### src/rtl/mdio_pkg.sv
package mdio_pkg;
  localparam int REG_AW = 5;
  localparam logic [REG_AW-1:0] OFF_CMD    = 5'h00;
  localparam logic [REG_AW-1:0] OFF_ADDR   = 5'h04;
  localparam logic [REG_AW-1:0] OFF_WDATA  = 5'h08;
  localparam logic [REG_AW-1:0] OFF_RDATA  = 5'h0C;
  localparam logic [REG_AW-1:0] OFF_STATUS = 5'h10;
  localparam int CMD_GO = 14;
  localparam logic [1:0] SEL_C22 = 2'd1;

  typedef struct packed {
    logic load;     // latch a new frame into the shifter
    logic shift;    // advance to the next wire bit
    logic sample;   // capture one read data bit
    logic taCheck;  // check the second turnaround bit
  } strobeT;
endpackage

### src/rtl/mdio_ctrl.sv
module mdio_ctrl
  import mdio_pkg::*;
#(
  parameter int CLK_DIV = 10,
  parameter int PRE_LEN = 32
) (
  input  logic              clk,
  input  logic              rstN,
  input  logic              regWe,
  input  logic [REG_AW-1:0] regAddr,
  input  logic [15:0]       regWdata,
  output logic              busy,
  output logic              mdc,
  output logic              mdioOe,
  output logic              isC22,
  output logic              isRead,
  output logic [1:0]        cmdSel,
  output logic [1:0]        cmdOp,
  output logic [4:0]        cmdPrt,
  output logic [4:0]        cmdDev,
  output logic [15:0]       addrReg,
  output logic [15:0]       wdataReg,
  output strobeT            stb
);
  localparam int FRAME_BITS = PRE_LEN + 32;
  localparam int BIT_W      = $clog2(FRAME_BITS);
  localparam int DIV_W      = $clog2(CLK_DIV + 1);
  localparam int TA_POS     = PRE_LEN + 14;
  localparam logic [BIT_W-1:0] LAST_BIT   = BIT_W'(FRAME_BITS - 1);
  localparam logic [BIT_W-1:0] TA_FIRST   = BIT_W'(TA_POS);
  localparam logic [BIT_W-1:0] TA_SECOND  = BIT_W'(TA_POS + 1);
  localparam logic [BIT_W-1:0] DATA_FIRST = BIT_W'(TA_POS + 2);
  localparam logic [DIV_W-1:0] DIV_END    = DIV_W'(CLK_DIV - 1);

  logic             primed;
  logic [DIV_W-1:0] divCnt;
  logic [BIT_W-1:0] bitCnt;
  logic             divEnd, riseTick, fallTick, lastBit;

  assign isC22    = (cmdSel == SEL_C22);
  assign isRead   = isC22 ? (cmdOp == 2'd2) : cmdOp[1];
  assign divEnd   = primed && (divCnt == DIV_END);
  assign riseTick = divEnd && !mdc;
  assign fallTick = divEnd && mdc;
  assign lastBit  = (bitCnt == LAST_BIT);
  assign mdioOe   = primed && !(isRead && bitCnt >= TA_FIRST);

  always_comb begin
    stb.load    = busy && !primed;
    stb.shift   = fallTick && !lastBit;
    stb.sample  = riseTick && isRead && (bitCnt >= DATA_FIRST);
    stb.taCheck = riseTick && isRead && (bitCnt == TA_SECOND);
  end

  always_ff @(posedge clk or negedge rstN) begin
    if (!rstN) begin
      busy     <= 1'b0;
      primed   <= 1'b0;
      mdc      <= 1'b0;
      divCnt   <= '0;
      bitCnt   <= '0;
      cmdSel   <= '0;
      cmdOp    <= '0;
      cmdPrt   <= '0;
      cmdDev   <= '0;
      addrReg  <= '0;
      wdataReg <= '0;
    end else begin
      if (regWe && !busy) begin
        case (regAddr)
          OFF_CMD: begin
            {cmdSel, cmdOp, cmdPrt, cmdDev} <= regWdata[13:0];
            busy   <= regWdata[CMD_GO];
            bitCnt <= '0;
          end
          OFF_ADDR:  addrReg  <= regWdata;
          OFF_WDATA: wdataReg <= regWdata;
          default: ;
        endcase
      end
      if (stb.load) begin
        primed <= 1'b1;
        divCnt <= '0;
        mdc    <= 1'b0;
      end else if (primed) begin
        if (divEnd) begin
          divCnt <= '0;
          mdc    <= ~mdc;
          if (fallTick) begin
            if (lastBit) begin
              busy   <= 1'b0;
              primed <= 1'b0;
            end else begin
              bitCnt <= bitCnt + 1'b1;
            end
          end
        end else begin
          divCnt <= divCnt + 1'b1;
        end
      end
    end
  end
endmodule

### src/rtl/mdio_dpath.sv
module mdio_dpath
  import mdio_pkg::*;
#(
  parameter int PRE_LEN = 32
) (
  input  logic        clk,
  input  logic        rstN,
  input  strobeT      stb,
  input  logic        isC22,
  input  logic [1:0]  cmdOp,
  input  logic [4:0]  cmdPrt,
  input  logic [4:0]  cmdDev,
  input  logic [15:0] addrReg,
  input  logic [15:0] wdataReg,
  input  logic        mdioIn,
  output logic        mdioOut,
  output logic [15:0] rdData,
  output logic        rdFail
);
  localparam int FRAME_BITS = PRE_LEN + 32;

  logic [FRAME_BITS-1:0] shreg;
  logic [15:0]           payload;
  logic [1:0]            startCode;

  assign payload   = (!isC22 && cmdOp == 2'd0) ? addrReg : wdataReg;
  assign startCode = isC22 ? 2'b01 : 2'b00;
  assign mdioOut   = shreg[FRAME_BITS-1];

  always_ff @(posedge clk or negedge rstN) begin
    if (!rstN) begin
      shreg  <= '1;
      rdData <= '0;
      rdFail <= 1'b0;
    end else begin
      if (stb.load) begin
        shreg  <= {{PRE_LEN{1'b1}}, startCode, cmdOp, cmdPrt, cmdDev, 2'b10, payload};
        rdFail <= 1'b0;
      end else if (stb.shift) begin
        shreg <= {shreg[FRAME_BITS-2:0], 1'b1};
      end
      if (stb.sample)
        rdData <= {rdData[14:0], mdioIn};
      if (stb.taCheck && mdioIn)
        rdFail <= 1'b1;
    end
  end
endmodule

### src/rtl/mdio_master.sv
module mdio_master
  import mdio_pkg::*;
#(
  parameter int CLK_DIV = 10,
  parameter int PRE_LEN = 32
) (
  input  logic              clk,
  input  logic              rstN,
  input  logic              regWe,
  input  logic [REG_AW-1:0] regAddr,
  input  logic [31:0]       regWdata,
  output logic [31:0]       regRdata,
  output logic              mdc,
  output logic              mdioOut,
  output logic              mdioOe,
  input  logic              mdioIn
);
  strobeT      stb;
  logic        busy, isC22, isRead, rdFail;
  logic [1:0]  cmdSel, cmdOp;
  logic [4:0]  cmdPrt, cmdDev;
  logic [15:0] addrReg, wdataReg, rdData;
  logic [13:0] cmdFields;
  logic        unusedHigh;

  assign unusedHigh = ^regWdata[31:16];
  assign cmdFields  = {cmdSel, cmdOp, cmdPrt, cmdDev};

  mdio_ctrl #(.CLK_DIV(CLK_DIV), .PRE_LEN(PRE_LEN)) u_ctrl (
    .clk(clk), .rstN(rstN), .regWe(regWe), .regAddr(regAddr),
    .regWdata(regWdata[15:0]), .busy(busy), .mdc(mdc), .mdioOe(mdioOe),
    .isC22(isC22), .isRead(isRead), .cmdSel(cmdSel), .cmdOp(cmdOp),
    .cmdPrt(cmdPrt), .cmdDev(cmdDev), .addrReg(addrReg),
    .wdataReg(wdataReg), .stb(stb)
  );

  mdio_dpath #(.PRE_LEN(PRE_LEN)) u_dpath (
    .clk(clk), .rstN(rstN), .stb(stb), .isC22(isC22), .cmdOp(cmdOp),
    .cmdPrt(cmdPrt), .cmdDev(cmdDev), .addrReg(addrReg),
    .wdataReg(wdataReg), .mdioIn(mdioIn), .mdioOut(mdioOut),
    .rdData(rdData), .rdFail(rdFail)
  );

  always_comb begin
    case (regAddr)
      OFF_CMD:    regRdata = {17'd0, busy, cmdFields};
      OFF_ADDR:   regRdata = {16'd0, addrReg};
      OFF_WDATA:  regRdata = {16'd0, wdataReg};
      OFF_RDATA:  regRdata = {16'd0, rdData};
      OFF_STATUS: regRdata = {31'd0, rdFail};
      default:    regRdata = 32'd0;
    endcase
  end
endmodule

### config.mk
export PLATFORM = sky130hd
export DESIGN_NAME = mdio_master
export DESIGN_NICKNAME = d
export VERILOG_FILES = /design/src/rtl/mdio_pkg.sv /design/src/rtl/mdio_ctrl.sv /design/src/rtl/mdio_dpath.sv /design/src/rtl/mdio_master.sv
export SDC_FILE = /design/constraint.sdc
export NUM_CORES = 1
export LEC_CHECK = 0
export CORE_AREA = 5 5 115 117
export CTS_CLUSTER_SIZE = 30
export DETAILED_ROUTE_END_ITERATION = 12
export DIE_AREA = 0 0 120 122
export PLACE_DENSITY = 0.88
export SYNTH_ARGS = -nofsm -noshare
export SYNTH_HDL_FRONTEND = slang
export SYNTH_SLANG_ARGS = --single-unit
export TNS_END_PERCENT = 30
### constraint.sdc
create_clock -name clk -period 2.2 [get_ports clk]
set_input_delay 0.44 -clock clk [delete_from_list [all_inputs] [get_ports clk]]
set_output_delay 0.44 -clock clk [all_outputs]
set_load 0.01 [all_outputs]
# After elaboration in Yosys (flattened, before gate mapping)
# Cells that the tools add are included.
# W data, S select, Z words.
# totals
input_bits	41
elab_cells	90
out_inout_bits	35
reg_bits	140
# op_classes
n_addsub	2
magnitude_cmp	2
mux	33
reduce_logical	29
eq_ne	9
bitwise	1
# ops
cell	count
$mux W64	2
$pmux W16 S5	1
$mux W6	7
$mux W1	19
$mux W16	1
$logic_and A1 B1 Y1	13
$eq A6 B6 Y1 const B	2
$ge A6 B6 Y1 const B	2
$mux W4	3
$eq A5 B4 Y1 const B	2
$reduce_and A2 Y1	4
$reduce_bool A2 Y1	4
$add A6 B1 Y6 const B	1
$logic_not A1 Y1	6
$eq A5 B3 Y1 const B	1
$eq A5 B5 Y1 const B	1
$logic_not A5 Y1	1
$add A4 B1 Y4 const B	1
$eq A4 B4 Y1 const B	1
$eq A2 B1 Y1 const B	1
$eq A2 B2 Y1 const B	1
$logic_not A2 Y1	1
$not A1 Y1	1

# Depth between registers and ports, before layout
# logic_depth
word_depth	8
mapped_depth	8
ltp_nobuf	6

# Modules after synthesis
# From an unflattened synthesis, not the netlist that was laid out.
# unflattened
cells_unflattened	570
area_unflattened_um2	6916.6
# by_module_without_submodules
mod	seq_area_each_um2	cells_per_inst	area_per_inst_um2	instances
mdio_dpath	2107.0	317	3692.3	1
mdio_ctrl	1476.4	192	2536.2	1
mdio_master	0.0	61	688.2	1

# Least setup slack after synthesis
# OpenSTA, ideal clock, no wires.
# synth_path
path_type	input to output
from	in regAddr[1]
to	out regRdata[11]
t_arrival_ns	1.655
setup_slack_ns	0.105
path_stages	5
n_path_buf	1
cell_sequence	or3b_1 nor3_4 clkbuf_1 a22oi_1 nand2_1
# synth_between
elab_chain_len	2
word_cells_on_any_way	6
cone_classes	4 x eq/ne; 1 x mux; 1 x reduce/logical
# synth_lines
item	line_no	rtl
start: declaration	mdio_master.sv:10	input logic [REG_AW-1:0] regAddr,
$eq A5 B5 Y1, or another cell as far along	mdio_master.sv:45	case (regAddr)
$pmux W16 S5 *	mdio_master.sv:45	
end: declaration	mdio_master.sv:12	output logic [31:0] regRdata,
# Mark *: on every way between the ends. The rest lies on a longest branch, timed or not.

# Worst setup path in the final report
# layout_path
from	in regAddr[2]
to	out regRdata[4]
# The elaborated chain is that of the path after synthesis.

==> results by group <==
Synth
  • Top post-synthesis cells by area: dfrtp_1 29%, dfstp_2 26%, nand2_1 6.8%
  • Top_reg_cell synth: dfrtp_1
  • Post-Syn Area: 0.00657 mm^2
  • Syn. warnings: 0
  • Post-synthesis sequential area ratio: 0.545
  • Avg Inst Size Synth: 11.1 um^2
  • Async set or reset register ratio after synthesis: 1.00
  • Cells after synthesis: 591
  • Number of flops mapped to enable cells by yosys: 0
  • Area fraction of the dominant cell type after synthesis: 0.289
  • Synth Register Bits: 140
  • Post-synth top area cell: dfrtp_1
  • Synth cell types: 50

Setup path
  • R2r setup slk: 0.14 ns
  • Worst path slowest cell: dlygate4sd2_1
  • Critical path cell sequence: dlygate4sd2_1 -> buf_6 -> nor3_4 -> buf_6 -> buf_6 -> buf_4 -> a22oi_1 -> nand2_1 -> buf_2
  • Register-to-Register Path Depth: 6
  • Crit path kind: in -> out
  • CP endpoint kind: output port
  • Crit Path Max Fanout: 4
  • Reg2Reg Capture Point: u_dpath.rdData[14]
  • Worst r2r src: u_ctrl.divCnt[1]
  • Crit start category: primary input
  • CP most frequent cell: buf_6
  • Critical Path AT: 1.92 ns
  • Crit path required time: 1.76 ns
  • Worst path max stage delay: 0.34 ns

Placed design
  • DP Worst Slack: -0.736 ns
  • Port bufs: 43
  • Hpwl dp: 9.82 mm
  • Placed instance count: 780
  • Gpl congestion: 0.869

Floorplan
  • Die area: 0.0146 mm^2
  • Die width: 120 um
  • Die extent in y: 122 um
  • Row count: 41
  • Starting density of the core: 0.536
  • Core Box Area: 0.0123 mm^2
  • IO Count: 76

Timing
  • Tightest Pin Transition: 0.502 ns
  • Final worst-path cycle share: 1.07
  • Achievable Freq: 423 MHz
  • Final hold vios: 0
  • Setup WS post-layout: -0.163 ns
  • Final Setup Violations: 14
  • Slew Limit Fails: 0
  • RSZ-0062 raised after global routing: yes
  • Crit path time final: 2.36 ns
  • Relative slew slack: 0.666
  • Final Skew: 0.0102 ns

Clocking
  • CTS clk-pin slew, worst paths: 0.06 ns
  • CTS buffer count: 17
  • CTS root buf: clkbuf_16
  • Clk_lat worst skew: 0.42 ns
  • Sink Count: 140
  • Clock buffer depth: 2
  • H-tree depth: 4
  • CTS tree: done

Drt
  • Starting DRT DRC Count: 941
  • Final ANT Viol Nets: 0
  • DR WL/cell: 25.2 um
  • Mean number of vias per cell: 6.70
  • Total length of routed wires: 20.9 mm
  • DRC errors left: 0
  • Drt pass-1 iters: 7
  • DR vias: 5,558

Pwr
  • Leakage power: 3.70 nW
  • Final Total Pwr: 0.00922 W
  • Maximum vdd drop: 0.792 mV
  • PD cells: 1140 mW/mm^2

Global route
  • First-pass GRT wire length: 29.9 mm
  • Gr usage total: 0.262
  • GRT overflow: 0
  • Largest net degree at the start of global routing: 98
  • Vias in the first global route: 5,436
  • Initial antenna violation count: 0

Min path
  • Worst hold path type: in -> async

Cells and area
  • FF+latch area: 0.00358 mm^2
  • Final #Nets: 710
  • Layout fillers: 747
  • Multi-input gate area: 0.00286 mm^2
  • Area grow syn2layout: 23.1%
  • Layout cells sized above 1: 0.359
  • Final core utilization: 0.660
  • Fin cells: 829
  • Most common cell after layout, fill and taps aside: nand2_1
  • Commonest cells after routing, fill and taps aside: 118 x nand2_1, 76 x dfrtp_1, 64 x dfstp_2, 39 x o21ai_0, 34 x nand3_1
  • # diodes: 0

Status
  • Outcome: finished, violations left
  • Failing checks: setup timing

Run
  • Max-cap check violation count: 0
## cells in the mapped netlist, types with 3 or more instances
cell      instances
nand2_1         119
dfrtp_1          76
dfstp_2          64
a22oi_1          41
o21ai_0          39
nand3_1          34
mux2_2           32
clkbuf_1         19
mux2_4           19
buf_4            17
mux2i_1          17
o211ai_1         15
mux2_1           11
a21oi_1          10
buf_2            10
nor2_1            8
a22o_1            7
buf_1             4
nor3_1            4
ha_1              3
inv_1             3
nand2b_1          3
## critical path: cells and delay by family
kind / cells / cell delay (ns)
compound gates: 1 / 0.21
buf+inv: 6 / 1.08
simple gates: 2 / 0.19
## final cells by class
| class | count | share of cell area |
|---|---|---|
| flip-flops and latches | 140 | 0.443 |
| repair buffers | 93 | 0.107 |
| clock buffers | 18 | 0.0530 |
| inverters | 3 | 0.00139 |
| multi-input cells | 411 | 0.353 |
| clock inverters | 14 | 0.0196 |
| well taps | 150 | 0.0232 |
## metal layers
metal | track usage | up-vias | wire [um]
li1 | - | 2216 | -
met1 | 0.327 | 2686 | 7200
met2 | 0.426 | 504 | 9920
met3 | 0.0645 | 152 | 2440
met4 | 0.137 | 0 | 1360
met5 | 0 | - | 0
## how the worst max path moves through the flow
stage	start	endpoint	slack [ns]	cells after the start
floorplan	regAddr[1]	regRdata[11]	0.11	5
global placement	regAddr[3]	regRdata[0]	-0.62	7
detailed placement	regAddr[3]	regRdata[7]	-0.74	7
CTS	regAddr[1]	regRdata[13]	-0.05	8
global route	regAddr[2]	regRdata[4]	-0.14	9
finish	regAddr[2]	regRdata[4]	-0.16	9
## repair_timing
action	in CTS	in global routing
buffers inserted	12	5
hold buffers	0	0
resized for setup	110	10
pin swaps	14	6
endpoints found under the setup margin	17	16
gates cloned	1	0
## metrics by stage
| step | TNS, ns | instance area, um^2 | hold WS (ns) |
|---|---|---|---|
| final | -1.03 | 8090 | 0.00144 |
| after global routing | -1.26 | 8090 | 0.0158 |
| after CTS | -0.248 | 8030 | 0.00583 |
| after detailed placement | -16.61 | 7290 | 0.442 |
| after global placement | -13.76 | 7290 | 0.438 |
| after floorplan | 0 | 6630 | 0.144 |
## flip-flops by register name, indices dropped and copies added, names as in the netlist
register and cells:
u_ctrl.addrReg 16, u_ctrl.bitCnt 6, u_ctrl.busy 1, u_ctrl.cmdDev 5
u_ctrl.cmdOp 2, u_ctrl.cmdPrt 5, u_ctrl.cmdSel 2, u_ctrl.divCnt 4
u_ctrl.mdc 1, u_ctrl.primed 1, u_ctrl.wdataReg 16, u_dpath.rdData 16
u_dpath.rdFail 1, u_dpath.shreg 64
## power by group
part	total [W]	internal [W]	switching [W]
Sequential	0.00445	0.00375	0.000703
Clock	0.00288	0.00169	0.00119
Combinational	0.00188	0.000864	0.00102
Total	0.00922	0.00630	0.00291
## cells by family after synthesis
logic type / count (synthesis) / synth area share
AND/OR/NAND/NOR: 187 / 0.129
AO/OA/AOI/OAI: 123 / 0.127
flip-flops: 140 / 0.545
adder cells (fa/ha/maj): 3 / 0.00571
multiplexers: 79 / 0.143
other: 1 / 0.000570
buffers and inverters: 55 / 0.0453
XOR/XNOR: 3 / 0.00400
Power figures use the tool's default switching activity.
